File: config.mk
export PLATFORM = sky130hd
export DESIGN_NAME = raster_timing_gen
export DESIGN_NICKNAME = d
export VERILOG_FILES = /design/src/rtl/rtg_pkg.sv /design/src/rtl/rtg_regs.sv /design/src/rtl/rtg_counter.sv /design/src/rtl/rtg_window.sv /design/src/rtl/rtg_sync_set.sv /design/src/rtl/raster_timing_gen.sv
export SDC_FILE = /design/constraint.sdc
export NUM_CORES = 2
export LEC_CHECK = 0
export ABC_CLOCK_PERIOD_IN_PS = 12600
export BUFFER_PORTS_ARGS = -buffer_cell sky130_fd_sc_hd__buf_2
export CAP_MARGIN = 0
export CORE_ASPECT_RATIO = 1.2
export CORE_MARGIN = 3
export CORE_UTILIZATION = 59
export CTS_CLUSTER_DIAMETER = 40
export DETAILED_ROUTE_END_ITERATION = 10
export MAX_ROUTING_LAYER = met4
export PLACE_DENSITY = 0.84
export SYNTH_ARGS = -nofsm -noshare
export SYNTH_HDL_FRONTEND = slang
export SYNTH_SLANG_ARGS = --single-unit
File: constraint.sdc
create_clock -name clk -period 12.6 [get_ports clk]
set_input_delay 1.89 -clock clk [delete_from_list [all_inputs] [get_ports clk]]
set_output_delay 1.89 -clock clk [all_outputs]
set_load 0.03 [all_outputs]
File: src/rtl/rtg_pkg.sv
`timescale 1ns/1ps
package rtg_pkg;
  localparam int unsigned FIELD_W = 16;

  // word addresses
  localparam int unsigned ADDR_MODE       = 0;
  localparam int unsigned ADDR_LINE_LEN   = 1;
  localparam int unsigned ADDR_HALF_LINES = 2;
  localparam int unsigned ADDR_RESTART    = 3;
  localparam int unsigned ADDR_WIN_START  = 4;
  localparam int unsigned ADDR_WIN_STOP   = 5;
  localparam int unsigned ADDR_SET_BASE   = 16;
  localparam int unsigned SET_STRIDE      = 4;
  localparam int unsigned SET_H           = 0;
  localparam int unsigned SET_VLINE       = 1;
  localparam int unsigned SET_VPIX        = 2;

  typedef struct packed {
    logic [FIELD_W-1:0] hi;
    logic [FIELD_W-1:0] lo;
  } pair_t;
endpackage

File: src/rtl/rtg_regs.sv
`timescale 1ns/1ps
module rtg_regs
  import rtg_pkg::*;
#(
  parameter int unsigned NSETS          = 4,
  parameter int unsigned ADDR_W         = 6,
  parameter int unsigned DEF_LINE_LEN   = 800,
  parameter int unsigned DEF_HALF_LINES = 1050,
  localparam int unsigned NREG  = ADDR_SET_BASE + SET_STRIDE * NSETS,
  localparam int unsigned IDX_W = $clog2(NREG)
) (
  input  logic              clk,
  input  logic              rst,
  input  logic              we,
  input  logic [ADDR_W-1:0] addr,
  input  pair_t             wdata,
  input  logic              load,
  output pair_t             act_o [NREG],
  output logic              restart_cmd
);

  pair_t sh_q  [NREG];
  pair_t act_q [NREG];

  function automatic pair_t def_word(int unsigned idx);
    pair_t w;
    w = '0;
    if (idx == ADDR_LINE_LEN)   w.lo = FIELD_W'(DEF_LINE_LEN);
    if (idx == ADDR_HALF_LINES) w.lo = FIELD_W'(DEF_HALF_LINES);
    return w;
  endfunction

  logic in_range;
  logic is_restart;
  assign in_range    = addr < ADDR_W'(NREG);
  assign is_restart  = addr == ADDR_W'(ADDR_RESTART);
  assign restart_cmd = we && is_restart && wdata.lo[0];

  always_ff @(posedge clk) begin
    if (rst) begin
      for (int i = 0; i < NREG; i++) begin
        sh_q[i]  <= def_word(i);
        act_q[i] <= def_word(i);
      end
    end else begin
      if (we && in_range && !is_restart)
        sh_q[addr[IDX_W-1:0]] <= wdata;
      if (load)
        for (int i = 0; i < NREG; i++) act_q[i] <= sh_q[i];
    end
  end

  always_comb begin
    for (int i = 0; i < NREG; i++) act_o[i] = act_q[i];
  end

endmodule

File: src/rtl/rtg_counter.sv
`timescale 1ns/1ps
module rtg_counter #(
  parameter int unsigned CNT_W = 16
) (
  input  logic             clk,
  input  logic             rst,
  input  logic             restart,
  input  logic [CNT_W-1:0] line_len,
  input  logic [CNT_W-1:0] frame_lines,
  output logic [CNT_W-1:0] pix,
  output logic [CNT_W-1:0] line,
  output logic             eof
);

  logic [CNT_W:0] pix_nx;
  logic           eol;

  assign pix_nx = {1'b0, pix} + {{CNT_W{1'b0}}, 1'b1};
  assign eol    = pix_nx >= {1'b0, line_len};
  assign eof    = eol && (line >= frame_lines);

  always_ff @(posedge clk) begin
    if (rst || restart) begin
      pix  <= '0;
      line <= CNT_W'(1);
    end else if (eol) begin
      pix  <= '0;
      line <= (line >= frame_lines) ? CNT_W'(1) : line + CNT_W'(1);
    end else begin
      pix  <= pix_nx[CNT_W-1:0];
    end
  end

endmodule

File: src/rtl/rtg_window.sv
`timescale 1ns/1ps
module rtg_window
  import rtg_pkg::*;
(
  input  logic [FIELD_W-1:0] pix,
  input  logic [FIELD_W-1:0] line,
  input  pair_t              first,
  input  pair_t              last,
  output logic               de
);

  logic in_rows;
  logic in_cols;
  assign in_rows = (line >= first.hi) && (line <= last.hi);
  assign in_cols = (pix  >= first.lo) && (pix  <= last.lo);
  assign de      = in_rows && in_cols;

endmodule

File: src/rtl/rtg_sync_set.sv
`timescale 1ns/1ps
module rtg_sync_set
  import rtg_pkg::*;
(
  input  logic [FIELD_W-1:0] pix,
  input  logic [FIELD_W-1:0] line,
  input  pair_t              hword,
  input  pair_t              vline,
  input  pair_t              vpix,
  output logic               hs,
  output logic               vs
);

  logic [2*FIELD_W-1:0] pos;
  logic [2*FIELD_W-1:0] v_on;
  logic [2*FIELD_W-1:0] v_off;

  assign pos   = {line, pix};
  assign v_on  = {vline.lo, vpix.lo};
  assign v_off = {vline.hi, vpix.hi};

  assign hs = (pix >= hword.lo) && (pix < hword.hi);
  assign vs = (pos >= v_on) && (pos < v_off);

endmodule

File: src/rtl/raster_timing_gen.sv
`timescale 1ns/1ps
module raster_timing_gen
  import rtg_pkg::*;
#(
  parameter int unsigned NSETS          = 4,
  parameter int unsigned ADDR_W         = 6,
  parameter int unsigned DEF_LINE_LEN   = 800,
  parameter int unsigned DEF_HALF_LINES = 1050
) (
  input  logic              clk,
  input  logic              rst,
  input  logic              cfg_we,
  input  logic [ADDR_W-1:0] cfg_addr,
  input  logic [31:0]       cfg_wdata,
  input  logic              ext_sync,
  output logic [15:0]       o_pix,
  output logic [15:0]       o_line,
  output logic              o_de,
  output logic [NSETS-1:0]  o_hs,
  output logic [NSETS-1:0]  o_vs,
  output logic              o_top_evt
);

  localparam int unsigned CNT_W = FIELD_W;
  localparam int unsigned NREG  = ADDR_SET_BASE + SET_STRIDE * NSETS;

  pair_t            wdata_w;
  pair_t            act [NREG];
  logic             restart_cmd;
  logic             sync_q;
  logic             mode_slave;
  logic             sync_restart;
  logic             restart;
  logic             eof;
  logic             load;
  logic [CNT_W-1:0] pix;
  logic [CNT_W-1:0] line;
  logic [CNT_W-1:0] frame_lines;
  logic             de_c;
  logic [NSETS-1:0] hs_c;
  logic [NSETS-1:0] vs_c;

  assign wdata_w = cfg_wdata;

  rtg_regs #(
    .NSETS(NSETS), .ADDR_W(ADDR_W),
    .DEF_LINE_LEN(DEF_LINE_LEN), .DEF_HALF_LINES(DEF_HALF_LINES)
  ) u_regs (
    .clk(clk), .rst(rst), .we(cfg_we), .addr(cfg_addr), .wdata(wdata_w),
    .load(load), .act_o(act), .restart_cmd(restart_cmd)
  );

  assign mode_slave   = act[ADDR_MODE].lo[0];
  assign sync_restart = mode_slave && ext_sync && !sync_q;
  assign restart      = restart_cmd || sync_restart;
  assign load         = restart || eof;
  assign frame_lines  = {1'b0, act[ADDR_HALF_LINES].lo[CNT_W-1:1]};

  always_ff @(posedge clk) begin
    if (rst) sync_q <= 1'b0;
    else     sync_q <= ext_sync;
  end

  rtg_counter #(.CNT_W(CNT_W)) u_cnt (
    .clk(clk), .rst(rst), .restart(restart),
    .line_len(act[ADDR_LINE_LEN].lo), .frame_lines(frame_lines),
    .pix(pix), .line(line), .eof(eof)
  );

  rtg_window u_win (
    .pix(pix), .line(line),
    .first(act[ADDR_WIN_START]), .last(act[ADDR_WIN_STOP]), .de(de_c)
  );

  for (genvar k = 0; k < NSETS; k++) begin : g_set
    rtg_sync_set u_set (
      .pix(pix), .line(line),
      .hword(act[ADDR_SET_BASE + SET_STRIDE * k + SET_H]),
      .vline(act[ADDR_SET_BASE + SET_STRIDE * k + SET_VLINE]),
      .vpix (act[ADDR_SET_BASE + SET_STRIDE * k + SET_VPIX]),
      .hs(hs_c[k]), .vs(vs_c[k])
    );
  end

  always_ff @(posedge clk) begin
    if (rst) begin
      o_pix     <= '0;
      o_line    <= '0;
      o_de      <= 1'b0;
      o_hs      <= '0;
      o_vs      <= '0;
      o_top_evt <= 1'b0;
    end else begin
      o_pix     <= pix;
      o_line    <= line;
      o_de      <= de_c;
      o_hs      <= hs_c;
      o_vs      <= vs_c;
      o_top_evt <= (pix == '0) && (line == CNT_W'(1));
    end
  end

endmodule

Word-level counts from Yosys, hierarchy flattened
Memory sizes are Yosys's and may differ from the RTL's.
Index checks and enable logic that the tools add are counted.
{"block": "classes", "n_addsub": 2, "order_cmp": 23, "eq_ne": 2, "n_mux": 46, "bitwise": 32, "reduce_logical": 27}
{"cell": "$mux 32", "count": 33}
{"cell": "$ge 32x32->1", "count": 4}
{"cell": "$lt 32x32->1", "count": 4}
{"cell": "$ge 16x16->1", "count": 6}
{"cell": "$lt 16x16->1", "count": 4}
{"cell": "$mux 16", "count": 3}
{"cell": "$le 16x16->1", "count": 2}
{"cell": "$or 1x1->1", "count": 32}
{"cell": "$reduce_or 32->1", "count": 1}
{"cell": "$logic_and 1x1->1", "count": 19}
{"cell": "$add 16x1->17 const B", "count": 1}
{"cell": "$ge 17x16->1", "count": 1}
{"cell": "$add 16x1->16 const B", "count": 1}
{"cell": "$eq 16x1->1 const B", "count": 1}
{"cell": "$ge 16x15->1", "count": 1}
{"cell": "$logic_not 16->1", "count": 1}
{"cell": "$mux 1", "count": 9}
{"cell": "$eq 6x2->1 const B", "count": 1}
{"cell": "$lt 6x6->1 const B", "count": 1}
{"cell": "$mux 5", "count": 1}
{"cell": "$logic_or 1x1->1", "count": 3}
{"cell": "$logic_not 1->1", "count": 2}
{"cell": "$reduce_or 2->1", "count": 1}
{"block": "totals", "reg_bits": 75, "mem_bits_rw": 2048, "in_bits": 42, "word_cells": 143, "memories": 2}
{"memory": "u_regs.act_q", "words": 32, "word_bits": 32, "rd": 17, "rd_clocked_by_memory_dff": 0, "write_ports": 32, "line_no": "rtg_regs.sv:23", "text": "pair_t act_q [NREG];"}
{"memory": "u_regs.sh_q", "words": 32, "word_bits": 32, "rd": 32, "rd_clocked_by_memory_dff": 0, "write_ports": 32, "line_no": "rtg_regs.sv:22", "text": "pair_t sh_q [NREG];"}

Depth between registers and ports, before layout
{"block": "depth", "word_depth": 9, "depth_mapped": 16, "depth_no_buf": 14}

Cells and area by module
A second synthesis with hierarchy kept.
{"block": "hier_totals", "hier_cells": 6566, "area_unflattened_um2": 90807.1}
{"module": "rtg_regs", "instances": 1, "cells_per_inst": 4644, "area_per_inst_um2": 76061.7, "seq_area_each_um2": 61499.0}
{"module": "rtg_sync_set", "instances": 4, "cells_per_inst": 321, "area_per_inst_um2": 2324.7, "seq_area_each_um2": 0.0}
{"module": "rtg_counter", "instances": 1, "cells_per_inst": 312, "area_per_inst_um2": 2542.4, "seq_area_each_um2": 640.6}
{"module": "rtg_window", "instances": 1, "cells_per_inst": 221, "area_per_inst_um2": 1637.8, "seq_area_each_um2": 0.0}
{"module": "raster_timing_gen", "instances": 1, "cells_per_inst": 105, "area_per_inst_um2": 1266.2, "seq_area_each_um2": 860.8}

Worst setup path before layout
No wires, ideal clock.
{"block": "synth_path", "path_type": "input-to-reg", "startpoint": "input port cfg_addr[3]", "endpoint": "memory u_regs.act_q[0][0] in the netlist's numbering (enable)", "arrival_ns": 8.744, "required_time_ns": 11.964, "setup_slack_ns": 3.219, "path_stages": 7, "cell_sequence": "or3_1 -> or3_1 -> o21ai_1 -> or2_2 -> buf_2 -> a21o_1 -> buf_2"}
{"element": "start, declared", "line_no": "raster_timing_gen.sv:13", "text": "input logic [ADDR_W-1:0] cfg_addr,"}
{"element": "end, declared", "line_no": "rtg_regs.sv:23"}

==> impl_metrics.env <==
export IMPL_min_from="u_regs.sh_q[5][23]"
export IMPL_maxCapViolCount=0
export IMPL_fillers=5745
export IMPL_hold_viol=0
export IMPL_final_core_util_pct=66.7
export IMPL_end_kind="register"
export IMPL_cts_max_path_buffers=3
export IMPL_dieArea_um2=88100
export IMPL_cp_common_cell="or3_1"
export IMPL_post_cts_buffers=0
export IMPL_htree_levels=3
export IMPL_p_per_area_nw_per_um2=143
export IMPL_cts_root_buf="clkbuf_16"
export IMPL_p_int_mw=6.18
export IMPL_critPathMaxFanout=77
export IMPL_timing_critical_path_buf_inv=2
export IMPL_comb_power_share_pct=5.8
export IMPL_die_height_um=325
export IMPL_antenna_found_initial=28
export IMPL_grt_usage_pct=28.2
export IMPL_area_delta_synth_final_pct=11.7
export IMPL_syn_area_um2=49900
export IMPL_synthCells=3998
export IMPL_clock_fmax_mhz=192
export IMPL_synth_async_reset_ratio_pct=0
export IMPL_rsz0062_at_grt="no"
export IMPL_r2r_start="u_cnt.pix[0]"
export IMPL_worstReg2RegEnd="u_regs.act_q[5][31]"
export IMPL_rrSetupSlack_ns=7.51
export IMPL_worst_slew_pin_slew_ns=1.07
export IMPL_hold_class="register to register"
export IMPL_arrival_ns=5.52
export IMPL_ctsHoldBuffers=0
export IMPL_wl_um=120000
export IMPL_period_share_pct=41.4
export IMPL_yosysMostFrequentCell="edfxtp_1"
export IMPL_fin_setup_tns_ns=0
export IMPL_cts_tree="done"
export IMPL_finClkSkew_ns=0.0365
export IMPL_wl_met1_um=43000
export IMPL_dp_cells=5109
export IMPL_routed_top_layer="met4"
export IMPL_die_w_um=271
export IMPL_p_sw_share_pct=22.7
export IMPL_syn_num_nets=4515
export IMPL_vias=30700
export IMPL_crit_family="simple AND/OR/NAND/NOR gates"
export IMPL_yosysWarnings=0
export IMPL_routed_via_density=5.71
export IMPL_wl_met2_um=59400
export IMPL_p_leak_nw=23.2
export IMPL_seq_power_share_pct=50.1
export IMPL_drtAntennaViolNets=0
export IMPL_synth_top_cell_area_share_pct=57.8
export IMPL_finalSetupViolCount=0
export IMPL_place_congestion=0.881
export IMPL_timing_hold_ws_ns=0.493
export IMPL_required_ns=12.90
export IMPL_grt_pass1_vias=30500
export IMPL_overflow=0
export IMPL_io_pins=84
export IMPL_finalMaxSlewViolations=0
export IMPL_synth_edff_count=960
export IMPL_yosysSeqAreaShare_pct=60.8
export IMPL_cp_cell_sequence="buf_2, or3_1, or3_1, o21ai_1, or2_2, a21o_4, buf_4"
export IMPL_grt_pass1_wl_um=179000
export IMPL_synth_area_per_cell_um2=12.5
export IMPL_ys_types=66
export IMPL_crit_type="input pin to register"
export IMPL_post_dp_cell_area_um2=51500
export IMPL_dp_hpwl_um=70500
export IMPL_start_util_pct=59.7
export IMPL_port_buffers=83
export IMPL_timing_final_crit_period_ns=5.22
export IMPL_status="finished, final reports clean"
export IMPL_pwr_share_clk_pct=44.1
export IMPL_cts_sinks=1035
export IMPL_clock_latency_ns=0.70
export IMPL_cp_start_kind="input pin"
export IMPL_drt_iter0_markers=3138
export IMPL_synth_flop_cell="edfxtp_1"
export IMPL_hold_end="u_regs.act_q[1][55]"
export IMPL_synth_commonest_cells="edfxtp_1, and2_1, ha_1, inv_1, nor2b_1"
export IMPL_reg2regPathDepth=13
export IMPL_switching_power_mw=1.81
export IMPL_cts_buffers=119
export IMPL_synth_largest_area_cell="edfxtp_1"
export IMPL_slew_headroom_pct=28.3
export IMPL_post_cts_resized=0
export IMPL_final_area_um2=55700
export IMPL_clk_pin_slew_ns=0.06
export IMPL_coreArea_um2=83600
export IMPL_synthTopCellsByArea="edfxtp_1, ha_1, and2_1"
export IMPL_rows=116
export IMPL_wire_per_inst_um=22.4
export IMPL_fin_cells=5370
export IMPL_holdPathStages=1
export IMPL_peakVddDrop_mv=0.133
export IMPL_grt_max_degree=183
export IMPL_final_nets=4626
export IMPL_drive_gt1_share_pct=8.77
export IMPL_wl_met3_um=10500
export IMPL_slowest_delay_ns=0.90
export IMPL_cpMaxStageDelayCell="buf_4"
export IMPL_synth_seq_cells=1035
export IMPL_first_pass_iters=5
export IMPL_drc=0
-- how the worst max path moves through the flow --
stage                            from             endpoint  slack [ns]  depth (start not counted)
after global routing      cfg_addr[3]  u_regs.act_q[1][46]        7.28                          7
after global placement    cfg_addr[3]  u_regs.act_q[5][13]        6.87                          7
after floorplan           cfg_addr[3]   u_regs.act_q[0][0]        3.22                          7
after detailed placement  cfg_addr[3]  u_regs.act_q[5][13]        6.80                          7
final                     cfg_addr[3]  u_regs.act_q[5][31]        7.38                          7
after CTS                 cfg_addr[3]   u_regs.act_q[1][8]        7.50                          7
-- through the flow --
stage / setup WS [ns] / power (mW)
3_3_place_gp: 6.87 / 4.50
5_1_grt: 7.28 / 8.24
2_1_floorplan: 3.22 / 4.37
4_1_cts: 7.50 / 8.03
6_report: 7.38 / 8.00
3_5_place_dp: 6.80 / 4.53
-- flip-flops by register name (all words and copies together), names as in the netlist --
| register | cells |
|---|---|
| o_de | 1 |
| o_hs | 4 |
| o_line | 16 |
| o_pix | 16 |
| o_top_evt | 1 |
| o_vs | 4 |
| sync_q | 1 |
| u_cnt.line | 16 |
| u_cnt.pix | 16 |
| u_regs.act_q | 480 |
| u_regs.sh_q | 480 |
-- placed cells by master, fill, tap and decap left out, types with 15 or more instances in the layout --
cell | netlist | final
a2111oi_0 | 18 | 18
a211oi_1 | 22 | 22
a21o_1 | 41 | 40
a21oi_1 | 134 | 134
and2_1 | 611 | 611
and3_1 | 24 | 24
buf_2 | 4 | 82
buf_4 | 1 | 54
clkbuf_16 | 0 | 125
clkinv_2 | 0 | 15
dfxtp_1 | 75 | 74
diode_2 | 0 | 40
edfxtp_1 | 960 | 960
ha_1 | 475 | 475
inv_1 | 473 | 473
nand2_1 | 67 | 67
nand2b_1 | 20 | 20
nand3_1 | 33 | 33
nand4_1 | 70 | 70
nor2_1 | 117 | 117
nor2b_1 | 384 | 384
nor3_1 | 44 | 44
o21ai_0 | 113 | 113
or2_2 | 17 | 17
or3_1 | 24 | 24
-- area by class of cell --
type	instances	area (µm²)	share of cell area (%)
sequential	1035	30300	54.4
multi-input combinational	2340	17100	30.7
clock buffer	138	3180	5.70
inverter	474	1780	3.19
tap	1121	1400	2.52
clock inverter	83	932	1.67
timing repair buffer	139	871	1.56
antenna	40	100	0.180
-- power by group through the flow --
stage | registers [mW] | clock network [mW] | logic, mW
after floorplan | 4.08 | 0 | 0.284
after global placement | 4.07 | 0 | 0.430
after detailed placement | 4.08 | 0 | 0.452
after CTS | 4.01 | 3.57 | 0.458
after global routing | 4.02 | 3.71 | 0.507
final | 4.01 | 3.53 | 0.460
-- routing by layer --
metal,track usage (%),up-vias
li1,-,14100
met1,32.4,14700
met2,45.9,1425
met3,4.88,447
met4,18.3,0
met5,-,-
-- logic make-up (layout without fill, tap and decap cells) --
kind of cell	count (synthesis)	in the layout	share of synthesized area [%]
AOI/OAI and AO/OA	395	395	4.84
xor gates and xnor gates	22	22	0.386
adders and majority gates	475	475	11.9
buffers and inverters	623	834	4.85
DFF	1035	1035	60.8
other	0	40	0
and+or+nand+nor	1448	1448	17.2
Power figures use the tool's default switching activity.
